$ cat src/rtl/lockreg_pkg.sv
package lockreg_pkg;
   localparam int unsigned NUM_LOCKS = 3;
   localparam int unsigned LK_SECURE = 0;
   localparam int unsigned LK_PERSIST = 1;
   localparam int unsigned LK_PASSWD = 2;

   typedef enum logic [2:0] {
      OP_IDLE  = 3'd0,
      OP_RD    = 3'd1,
      OP_WR    = 3'd2,
      OP_ENTER = 3'd3,
      OP_PROG  = 3'd4,
      OP_LREAD = 3'd5,
      OP_EXIT  = 3'd6
   } op_e;
endpackage

$ cat src/rtl/lockreg_decode.sv
module lockreg_decode
   import lockreg_pkg::*;
#(
   parameter int unsigned BANK_W = 2,
   parameter int unsigned GUARD_BANK = 0
) (
   input  logic              cmd_valid,
   input  logic [2:0]        cmd_op,
   input  logic [BANK_W-1:0] cmd_bank,
   input  logic              mode_q,
   output logic              acc_fwd,
   output logic              acc_wr,
   output logic              rd_fwd,
   output logic              acc_block,
   output logic              rd_block,
   output logic              enter_go,
   output logic              prog_go,
   output logic              lread_go,
   output logic              exit_go
);
   localparam logic [BANK_W-1:0] GUARD = BANK_W'(GUARD_BANK);

   op_e  op;
   logic is_rd, is_wr, is_rw, guarded;

   assign op      = op_e'(cmd_op);
   assign is_rd   = cmd_valid && (op == OP_RD);
   assign is_wr   = cmd_valid && (op == OP_WR);
   assign is_rw   = is_rd || is_wr;
   assign guarded = mode_q && (cmd_bank == GUARD);

   assign acc_fwd   = is_rw && !guarded;
   assign acc_wr    = is_wr;
   assign rd_fwd    = is_rd && !guarded;
   assign acc_block = is_rw && guarded;
   assign rd_block  = is_rd && guarded;

   assign enter_go = cmd_valid && (op == OP_ENTER) && !mode_q;
   assign prog_go  = cmd_valid && (op == OP_PROG)  && mode_q;
   assign lread_go = cmd_valid && (op == OP_LREAD) && mode_q;
   assign exit_go  = cmd_valid && (op == OP_EXIT)  && mode_q;
endmodule

$ cat src/rtl/lockreg_otp.sv
module lockreg_otp
   import lockreg_pkg::*;
#(
   parameter bit EXCLUSIVE_MODES = 1'b1
) (
   input  logic                 clk,
   input  logic                 rst_n,
   input  logic                 prog_go,
   input  logic [NUM_LOCKS-1:0] prog_mask,
   input  logic                 exit_go,
   output logic [NUM_LOCKS-1:0] stored
);
   logic [NUM_LOCKS-1:0] req;

   generate
      if (EXCLUSIVE_MODES) begin : g_excl
         always_comb begin
            req = prog_mask;
            if (prog_mask[LK_PERSIST] && prog_mask[LK_PASSWD]) begin
               req[LK_PERSIST] = 1'b0;
               req[LK_PASSWD]  = 1'b0;
            end
         end
      end else begin : g_free
         assign req = prog_mask;
      end
   endgenerate

   genvar gi;
   generate
      for (gi = 0; gi < NUM_LOCKS; gi++) begin : g_cell
         logic pend_q;
         logic keep_q = 1'b0;

         always_ff @(posedge clk or negedge rst_n) begin
            if (!rst_n)
               pend_q <= 1'b0;
            else if (exit_go)
               pend_q <= 1'b0;
            else if (prog_go && req[gi] && !keep_q)
               pend_q <= 1'b1;
         end

         always_ff @(posedge clk) begin
            if (exit_go && pend_q)
               keep_q <= 1'b1;
         end

         assign stored[gi] = keep_q;
      end
   endgenerate
endmodule

$ cat src/rtl/lockreg_resp.sv
module lockreg_resp
   import lockreg_pkg::*;
#(
   parameter int unsigned DATA_W = 8
) (
   input  logic                 clk,
   input  logic                 rst_n,
   input  logic                 rd_fwd,
   input  logic                 rd_block,
   input  logic                 acc_block,
   input  logic                 lread_go,
   input  logic [DATA_W-1:0]    arr_rdata,
   input  logic [NUM_LOCKS-1:0] stored,
   output logic                 rsp_valid,
   output logic [DATA_W-1:0]    rsp_data,
   output logic                 err_pulse
);
   logic [DATA_W-1:0] lock_word;

   generate
      if (DATA_W == NUM_LOCKS) begin : g_exact
         assign lock_word = stored;
      end else begin : g_pad
         assign lock_word = {{(DATA_W-NUM_LOCKS){1'b1}}, stored};
      end
   endgenerate

   always_ff @(posedge clk or negedge rst_n) begin
      if (!rst_n) begin
         rsp_valid <= 1'b0;
         rsp_data  <= '0;
         err_pulse <= 1'b0;
      end else begin
         rsp_valid <= rd_fwd || rd_block || lread_go;
         err_pulse <= acc_block;
         if (lread_go)
            rsp_data <= lock_word;
         else if (rd_block)
            rsp_data <= '1;
         else if (rd_fwd)
            rsp_data <= arr_rdata;
      end
   end
endmodule

$ cat src/rtl/lockreg_ctrl.sv
module lockreg_ctrl
   import lockreg_pkg::*;
#(
   parameter int unsigned BANK_W = 2,
   parameter int unsigned ADDR_W = 6,
   parameter int unsigned DATA_W = 8,
   parameter int unsigned GUARD_BANK = 0,
   parameter bit EXCLUSIVE_MODES = 1'b1
) (
   input  logic              clk,
   input  logic              rst_n,
   input  logic              cmd_valid,
   input  logic [2:0]        cmd_op,
   input  logic [BANK_W-1:0] cmd_bank,
   input  logic [ADDR_W-1:0] cmd_addr,
   input  logic [DATA_W-1:0] cmd_wdata,
   output logic              arr_en,
   output logic              arr_we,
   output logic [BANK_W-1:0] arr_bank,
   output logic [ADDR_W-1:0] arr_addr,
   output logic [DATA_W-1:0] arr_wdata,
   input  logic [DATA_W-1:0] arr_rdata,
   output logic              rsp_valid,
   output logic [DATA_W-1:0] rsp_data,
   output logic              err_pulse,
   output logic              mode_busy,
   output logic [2:0]        lock_bits
);
   localparam int unsigned NUM_BANKS = 1 << BANK_W;

   generate
      if (DATA_W < NUM_LOCKS) begin : g_bad_data
         $error("DATA_W must hold all lock flags");
      end
      if (GUARD_BANK >= NUM_BANKS) begin : g_bad_guard
         $error("GUARD_BANK outside bank range");
      end
      if (BANK_W < 1 || ADDR_W < 1) begin : g_bad_addr
         $error("address fields must be non-empty");
      end
   endgenerate

   logic mode_q;
   logic acc_fwd, acc_wr, rd_fwd, acc_block, rd_block;
   logic enter_go, prog_go, lread_go, exit_go;
   logic [NUM_LOCKS-1:0] stored;

   lockreg_decode #(.BANK_W(BANK_W), .GUARD_BANK(GUARD_BANK)) u_dec (
      .cmd_valid(cmd_valid), .cmd_op(cmd_op), .cmd_bank(cmd_bank),
      .mode_q(mode_q), .acc_fwd(acc_fwd), .acc_wr(acc_wr),
      .rd_fwd(rd_fwd), .acc_block(acc_block), .rd_block(rd_block),
      .enter_go(enter_go), .prog_go(prog_go), .lread_go(lread_go),
      .exit_go(exit_go)
   );

   always_ff @(posedge clk or negedge rst_n) begin
      if (!rst_n)
         mode_q <= 1'b0;
      else if (enter_go)
         mode_q <= 1'b1;
      else if (exit_go)
         mode_q <= 1'b0;
   end

   lockreg_otp #(.EXCLUSIVE_MODES(EXCLUSIVE_MODES)) u_otp (
      .clk(clk), .rst_n(rst_n), .prog_go(prog_go),
      .prog_mask(cmd_wdata[NUM_LOCKS-1:0]), .exit_go(exit_go),
      .stored(stored)
   );

   lockreg_resp #(.DATA_W(DATA_W)) u_rsp (
      .clk(clk), .rst_n(rst_n), .rd_fwd(rd_fwd), .rd_block(rd_block),
      .acc_block(acc_block), .lread_go(lread_go), .arr_rdata(arr_rdata),
      .stored(stored), .rsp_valid(rsp_valid), .rsp_data(rsp_data),
      .err_pulse(err_pulse)
   );

   assign arr_en    = acc_fwd;
   assign arr_we    = acc_fwd && acc_wr;
   assign arr_bank  = cmd_bank;
   assign arr_addr  = cmd_addr;
   assign arr_wdata = cmd_wdata;
   assign mode_busy = mode_q;
   assign lock_bits = stored;
endmodule

$ cat config.mk
export PLATFORM = sky130hd
export DESIGN_NAME = lockreg_ctrl
export DESIGN_NICKNAME = d
export VERILOG_FILES = /design/src/rtl/lockreg_pkg.sv /design/src/rtl/lockreg_decode.sv /design/src/rtl/lockreg_otp.sv /design/src/rtl/lockreg_resp.sv /design/src/rtl/lockreg_ctrl.sv
export SDC_FILE = /design/constraint.sdc
export NUM_CORES = 1
export LEC_CHECK = 0
export ABC_AREA = 1
export CAP_MARGIN = 10
export CORE_MARGIN = 2
export CORE_UTILIZATION = 30
export DETAILED_ROUTE_END_ITERATION = 6
export GPL_TIMING_DRIVEN = 0
export HOLD_SLACK_MARGIN = 0.1
export PLACE_DENSITY = 0.77
export SLEW_MARGIN = 20
export SYNTH_ARGS = -nofsm -noshare
export SYNTH_HDL_FRONTEND = slang
export SYNTH_SLANG_ARGS = --single-unit
$ cat constraint.sdc
create_clock -name clk -period 1 [get_ports clk]
set_clock_uncertainty 0.05 [all_clocks]
set_input_delay 0.15 -clock clk [delete_from_list [all_inputs] [get_ports clk]]
set_output_delay 0.15 -clock clk [all_outputs]
set_load 0.03 [all_outputs]
# After elaboration in Yosys (flattened, before gate mapping)
# Cells that the tools add are included.
# totals
regBits	11
word_cells	36
out_inout_bits	32
in_bits	30
# classes
eq_ne	5
mux	5
n_reduce_logical	22
# ops
operator	count
$mux 8	3
$logic_and 1x1->1	14
$eq 3x2->1 const B	2
$eq 3x3->1 const B	2
$eq 3x1->1 const B	1
$logic_or 1x1->1	3
$reduce_bool 3->1	1
$logic_not 1->1	2
$logic_not 2->1	1
$mux 1	2
$reduce_bool 2->1	1

# Longest topological paths before layout
# Gate-level depths: netlist (run 1).
# logic_depth
word_depth	7
ltp_mapped	6

# By module
# A second synthesis (run 1) with hierarchy kept.
# unflattened
cells_unflattened	100
hier_area_um2	723.2
# by_module_without_submodules
module	cells_per_inst	seq_area_each_um2	n_inst	area_each_um2
lockreg_resp	51	250.2	1	430.4
lockreg_ctrl	23	25.0	1	167.7
lockreg_decode	22	0.0	1	98.8
lockreg_otp	4	0.0	1	26.3

# Worst setup path before layout (run 1)
# No wires, ideal clock.
# synth_path
kind	register to output
from	register mode_q, in the netlist mode_busy
to	output port arr_en
t_required_ns	0.800
n_path_buf	0
arrival_time_ns	1.325
path_slack_ns	-0.525
path_stages_with_launch	4
cell_sequence	dfrtp_1 nand2_1 inv_1 a21oi_1
# synth_between
elab_chain_cells	3
# synth_rtl
element	line_no	source
from (decl)	lockreg_ctrl.sv:43	logic mode_q;
from (signal assigned)	lockreg_ctrl.sv:58	mode_q <= 1'b0;
from (signal assigned)	lockreg_ctrl.sv:60	mode_q <= 1'b1;
from (signal assigned)	lockreg_ctrl.sv:62	mode_q <= 1'b0;
$logic_and 1x1->1	lockreg_decode.sv:30	assign guarded = mode_q && (cmd_bank == GUARD);
$logic_not 1->1	lockreg_decode.sv:32	assign acc_fwd = is_rw && !guarded;
$logic_and 1x1->1	lockreg_decode.sv:32	
to (decl)	lockreg_ctrl.sv:17	output logic arr_en,
# Every way passes these cells.

# Final worst setup path (run 1)
# Same ends and word-level chain as after synthesis.

==> results of run 1 <==
## synth_stat cells
cell type	n
conb_1	1
buf_6	1
nand2_2	1
nor2_1	4
o2bb2ai_1	1
nand3_1	10
inv_2	2
a21oi_1	2
nor2_2	2
nand2_1	31
inv_1	11
nor2_4	1
buf_4	19
dfrtp_1	11
## layer usage
| layer | vias to the layer above | global-route usage (%) | part of all wire (%) |
|---|---|---|---|
| met4 | 0 | 3.85 | 0 |
| met1 | 354 | 16.9 | 39 |
| li1 | 397 | - | - |
| met5 | - | 0 | 0 |
| met3 | 0 | 5.14 | 8.2 |
| met2 | 43 | 25.0 | 53 |
## repair_timing
action                     in CTS  in global routing
gates resized for setup       122                 21
buffers inserted                6                  4
setup endpoints to repair      39                 23
gates cloned                    0                  1
pin swaps                       3                  8
hold buffers                    0                  0
## cells in the final DEF, fill, tap and decap left out
cell and instances:
nand3_2 6, a21oi_4 1, nand2_1 29, buf_6 15
inv_2 2, nor2_2 2, dfrtp_1 10, inv_1 10
nor2_4 4, clkdlybuf4s50_1 9, conb_1 3, clkbuf_2 1
clkbuf_4 3, dfrtp_2 1, a21oi_1 1, dlygate4sd2_1 17
clkbuf_1 1, nand2_4 3, nor2_1 1, inv_4 1
nand2_2 1, o2bb2ai_1 1, buf_4 28, clkdlybuf4s15_2 2
buf_2 2, nand3_1 4
## sequential cells by signal, summed over array words and instances (netlist names)
| signal | flops |
|---|---|
| u_rsp.rsp_data | 8 |
| mode_busy | 1 |
| u_rsp.err_pulse | 1 |
| u_rsp.rsp_valid | 1 |
## worst max-delay path by stage
stage               cells after the start      to             startpoint
finish                                  4  arr_en  mode_busy$_DFFE_PN0P_
CTS                                     4  arr_en  mode_busy$_DFFE_PN0P_
global placement                        6  arr_en              cmd_valid
detailed placement                      6  arr_en              cmd_valid
floorplan                               3  arr_en  mode_busy$_DFFE_PN0P_
global route                            6  arr_en              cmd_op[1]
## critical path, delay by kind of cell (launching register included)
| kind | cells | cell delay, ns |
|---|---|---|
| DFF | 1 | 0.43 |
| and+or+nand+nor | 1 | 0.08 |
| AOI/OAI and AO/OA | 1 | 0.10 |
| buffers and inverters | 2 | 0.19 |
## layout make-up
cell class                 instances  area, um^2
buffer                            20         154
clock buffer                       4        26.3
fill                             216         857
inverter                          13        51.3
multi-input combinational         56         332
sequential                        11         277
tap                               28        35.0
timing repair buffer              54         502
## power breakdown
part / leakage [nW] / internal [mW] / switching (mW)
registers: 0.133 / 0.545 / 0.0795
clock network: 0.0150 / 0.154 / 0.142
logic: 0.627 / 0.508 / 0.535
## logic make-up (layout without fill, tap and decap cells)
| logic type | Yosys count | in the layout |
|---|---|---|
| AO/OA/AOI/OAI | 3 | 3 |
| flip-flops | 11 | 11 |
| AND/OR/NAND/NOR | 49 | 50 |
| buffers and inverters | 33 | 91 |
| other | 1 | 3 |
## per-stage QoR
step | hold slack (ns) | setup WS (ns) | area, um^2 | utilization [%]
3_3_place_gp | 0.433 | -1.09 | 1230 | 55.0
6_report | 0.157 | -0.262 | 1380 | 61.6
3_5_place_dp | 0.436 | -1.14 | 1230 | 55.0
4_1_cts | 0.174 | -0.283 | 1290 | 57.8
5_1_grt | 0.182 | -0.306 | 1380 | 61.6
2_1_floorplan | -0.196 | -0.0897 | 752 | -
==> impl_metrics.toml, run 1 <==
[clock_tree]
clkSlewWorstSetupHoldPaths_ns = 0.07
root_buffer = "clkbuf_4"
clock_latency_ns = 0.27
cts-htree-levels = 1
cts.path.max_buffers = 2
cts_sinks = 11
cts_made_buffers = 3
tritoncts = "built"

[route]
drc = 0
drt_iter0_markers = 17
viasPerCell = 4.27
dr.pass1.iters = 4
wl_mm = 1.96
ant_nets = 0
wl_per_cell_um = 10.5
num_vias = 794

[timing]
period_minus_slack_ns = 1.26
finalMaxSlewViolations = 0
fin_crit_sh_pct = 126
worst_pin_slew_ns = 0.505
setup_ws_ns = -0.262
rsz0062_at_grt = "true"
relSlewSlack_pct = 66.2
fmax_ghz = 0.793
finalHoldViolCount = 0
setup_tns_ns = -2.09
finalSetupViolCount = 17

[floorplan]
row_count = 17
die_h_um = 52.7
dieArea_um2 = 2780
die_w_um = 52.7
core-area_um2 = 2230
io_pins = 62
initial_core_util_pct = 31.9

[critical_path]
critPathMaxStageDelay_ns = 0.43
crit_slowest_cell = "dfrtp_2"
r2r_start = "mode_busy$_DFFE_PN0P_"
critPathKind = "reg -> out"
rr_worst_depth = 6
rr_endpoint = "u_rsp.rsp_data[3]$_DFFE_PN0P_"
cp-start-kind = "register"
cp.arrival_ns = 1.06
cp.required_ns = 0.80
worst-path-max-fanout = 3
critical_path.endpoint_type = "output port"
crit_chain = "nand2_4 -> inv_4 -> a21oi_4 -> buf_6"
ff2ff_setup_slack_ns = -0.20

[synth]
synth_area_um2 = 712
syn_inst = 97
synth_cell_types = 14
avgSynthCellArea_um2 = 7.34
yosysTopAreaCellShare_pct = 38.7
seq_area_frac_synth_pct = 38.7
synthMuxAreaShare_pct = 0
synth_top_family_by_area = "simple AND/OR/NAND/NOR gates"
synthXorXnorAreaFrac_pct = 0
synth_area_leaders = "dfrtp_1 39%, buf_4 20%, nand2_1 16%"
synth_compound_area_share_pct = 2.64
synthAdderAreaFrac_pct = 0
synth_simple_gate_area_share_pct = 29.7
yosys.area.top_type = "dfrtp_1"
synth-seq-cells = 11
synth_warnings = 0

[power_and_ir_drop]
powerDensity_nw_per_um2 = 1430
ir_drop_mv = 0.857
leakagePower_nw = 0.776
p_total_mw = 1.96

[grt]
grt_usage_pct = 14.5
grt_max_degree = 12
gr-total-overflow = 0
antenna_found_initial = 0
grt_pass1_wl_mm = 2.90
grt_pass1_vias = 694

[final_layout]
fin_cells = 186
nNetsFinal = 189
drive_above_1_share_pct = 45.6
area_delta_synth_final_pct = 93.3
antennaDiodeCount = 0

[hold_path]
whs_path_depth = 3
hold_end = "mode_busy$_DFFE_PN0P_"
hp-class = "in -> reg"
hold_start = "cmd_op[0]"

[place]
io_buffers = 44
routabilityCongestion = 0.726
dp_cells = 171
dp_hpwl_mm = 1.44

[outcome]
status = "finished, violations left"
failed_checks = "negative setup slack"

[run]
cap_violations = 0
Note: power is estimated with default switching activity, not from simulation.
==> inputs of run 2 (changes only) <==
--- a/config.mk
+++ b/config.mk
@@ -5,14 +5,13 @@
 export SDC_FILE = /design/constraint.sdc
 export NUM_CORES = 1
 export LEC_CHECK = 0
-export ABC_AREA = 1
 export CAP_MARGIN = 10
 export CORE_MARGIN = 2
-export CORE_UTILIZATION = 30
+export CORE_UTILIZATION = 28
 export DETAILED_ROUTE_END_ITERATION = 6
 export GPL_TIMING_DRIVEN = 0
 export HOLD_SLACK_MARGIN = 0.1
-export PLACE_DENSITY = 0.77
+export PLACE_DENSITY = 0.78
 export SLEW_MARGIN = 20
 export SYNTH_ARGS = -nofsm -noshare
 export SYNTH_HDL_FRONTEND = slang
==> impl_metrics.toml, run 2 <==
[clock_tree]
cts_made_buffers = 3
root_buffer = "clkbuf_4"
clkSlewWorstSetupHoldPaths_ns = 0.06
cts-htree-levels = 1
cts_sinks = 11
holdBufCountCts = 0
cts.path.max_buffers = 2
tritoncts = "built"
clock_latency_ns = 0.26

[floorplan]
io_pins = 62
dieArea_um2 = 2600
die_h_um = 51.0
initial_core_util_pct = 28.8
die_w_um = 51.0
core-area_um2 = 2150
row_count = 17

[power_and_ir_drop]
ir_drop_mv = 0.815
switching_share_pct = 33.5
powerDensity_nw_per_um2 = 1320
p_switching_mw = 0.565
intPower_mw = 1.12
p_clk_share_pct = 16.7
leakagePower_nw = 0.627
share_comb_of_total_power_pct = 49.2
p_seq_share_pct = 34.1
p_total_mw = 1.69

[route]
drc = 0
wl_met2_um = 867
met1_length_um = 583
ant_nets = 0
wl_mm = 1.58
wl_per_cell_um = 10.8
maxUsedRoutingLayer = "met3"
viasPerCell = 4.14
num_vias = 608
wl_met3_um = 131
dr.pass1.iters = 1
drt_iter0_markers = 0

[critical_path]
cp.required_ns = 0.80
worst-path-max-fanout = 3
critPathKind = "reg -> out"
cp-start-kind = "register"
cp.arrival_ns = 1.29
critical_path.endpoint_type = "output port"

[synth]
synthFlopType = "dfrtp_1"
yosys.area.top_type = "dfrtp_1"
synth-seq-cells = 11
synth-edff-count = 0
synth_most_common_cell = "buf_4"
yosysTopAreaCellShare_pct = 44.5
seq_area_frac_synth_pct = 44.5
synth_cell_types = 17
avgSynthCellArea_um2 = 11.2
synth_common_cells = "19 x buf_4, 11 x dfrtp_1, 8 x o22a_2"
synth_area_um2 = 618
syn_inst = 55
synthArstFlopShare_pct = 100
synth_area_leaders = "dfrtp_1 45%, buf_4 23%, o22a_2 13%"
synth_warnings = 0

[grt]
grt_pass1_wl_mm = 2.29
gr-total-overflow = 0
grt_pass1_vias = 558
grt_usage_pct = 11.8
grt_max_degree = 12
antenna_found_initial = 0

[final_layout]
ff_latch_area_um2 = 277
multiInputGateArea_um2 = 246
fin_cells = 147
nNetsFinal = 150
area_delta_synth_final_pct = 107
antennaDiodeCount = 0
n_fill_cell = 198
largest_register_ffs = 8
max_flop_register = "u_rsp.rsp_data"
mostFrequentLayoutCells = "30 x buf_4, 18 x dlygate4sd2_1, 18 x buf_6"
drive_above_1_share_pct = 60.5
final_common_cell = "buf_4"

[timing]
finalSetupViolCount = 15
fmax_ghz = 0.670
fin_hold_ws_ns = 0.164
period_minus_slack_ns = 1.49
fin_crit_sh_pct = 149
finalMaxSlewViolations = 0
finalHoldViolCount = 0
rsz0062_at_grt = "true"
setup_tns_ns = -5.21
setup_ws_ns = -0.492

[outcome]
failed_checks = "negative setup slack"
status = "finished, violations left"

[hold_path]
hp-class = "in -> async"

[place]
dp_hpwl_mm = 1.11
routabilityCongestion = 0.686
io_buffers = 44
dp_cells = 129

[run]
cap_violations = 0
[run 2: cell types whose count changed in the layout (fill, tap and decap cells not counted), moves of 3 or more]
cell | before | now
inv_1 | 10 | 0
o22a_2 | 0 | 8
nand2_1 | 29 | 0
buf_6 | 15 | 18
nand2_4 | 3 | 0
nand3_2 | 6 | 0
nor2_4 | 4 | 0
nand3_1 | 4 | 1
and3_4 | 0 | 3
[run 2: area by class of cell]
cell class / instances / share of cell area (%)
Clock buffer: 4 / 2.05
Buffer: 19 / 11.1
Tap cell: 28 / 2.73
Timing Repair Buffer: 58 / 43.3
Multi-Input combinational cell: 27 / 19.2
Sequential cell: 11 / 21.6
[run 2: worst paths after layout]
path / start / slack, ns / endpoint / cells past startpoint
worst max-delay path: mode_busy$_DFFE_PN0P_ / -0.49 / arr_we / 3
worst min-delay path: rst_n / 0.16 / u_rsp.rsp_data[0]$_DFFE_PN0P_ / 1
worst max register to register: mode_busy$_DFFE_PN0P_ / -0.43 / u_rsp.rsp_data[1]$_DFFE_PN0P_ / 6
worst min register to register: u_rsp.rsp_data[0]$_DFFE_PN0P_ / 0.49 / u_rsp.rsp_data[0]$_DFFE_PN0P_ / 1
max in group asynchronous: rst_n / 0.38 / mode_busy$_DFFE_PN0P_ / 1
min in group clk: cmd_op[1] / 0.23 / mode_busy$_DFFE_PN0P_ / 3
[run 2: kinds of logic (layout without fill, tap and decap cells)]
| kind of cell | after synthesis | in the layout | share of synthesized area [%] |
|---|---|---|---|
| other cells | 1 | 3 | 0.607 |
| compound gates | 11 | 11 | 15.4 |
| flops | 11 | 11 | 44.5 |
| simple gates | 12 | 13 | 14.6 |
| buf+inv | 20 | 81 | 24.9 |
[run 2: critical path, stage by stage (launching register included)]
cell,delay (ns)
dfrtp_2,0.35
or3b_4,0.38
and3_4,0.16
buf_6,0.13
[run 2: metal layers]
metal	vias up	global-route usage, %
li1	294	-
met1	281	12.9
met2	33	20.8
met3	0	6.14
met4	0	1.35
met5	-	0
[run 2: metrics by stage]
step                      worst slack (ns)  utilization (%)  area (um^2)
after floorplan                     -0.282                -          638
after global placement               -1.07             51.8         1110
after detailed placement             -1.11             51.8         1110
after CTS                           -0.507             55.4         1190
after global routing                -0.542             59.7         1280
final                               -0.492             59.7         1280
[run 2: timing repair]
| item | CTS | global route |
|---|---|---|
| setup endpoints to repair | 40 | 24 |
| setup buffers | 5 | 9 |
| cloned | 0 | 1 |
| pin swaps | 0 | 10 |
| gates resized for setup | 127 | 11 |
[run 2: power groups by stage]
| stage | registers (mW) | clock network, mW | logic (mW) |
|---|---|---|---|
| after floorplan | 0.715 | 0 | 0.262 |
| after global placement | 0.564 | 0 | 0.710 |
| after detailed placement | 0.567 | 0 | 0.718 |
| after CTS | 0.570 | 0.294 | 0.753 |
| after global routing | 0.583 | 0.329 | 0.872 |
| final | 0.574 | 0.282 | 0.830 |
==> inputs of run 3 (changes only) <==
--- a/config.mk
+++ b/config.mk
@@ -5,7 +5,7 @@
 export SDC_FILE = /design/constraint.sdc
 export NUM_CORES = 1
 export LEC_CHECK = 0
-export CAP_MARGIN = 10
+export CAP_MARGIN = 20
 export CORE_MARGIN = 2
 export CORE_UTILIZATION = 28
 export DETAILED_ROUTE_END_ITERATION = 6
==> results of run 3 <==
Same layout as run 2: the final DEF is identical, and so are final timing and power.
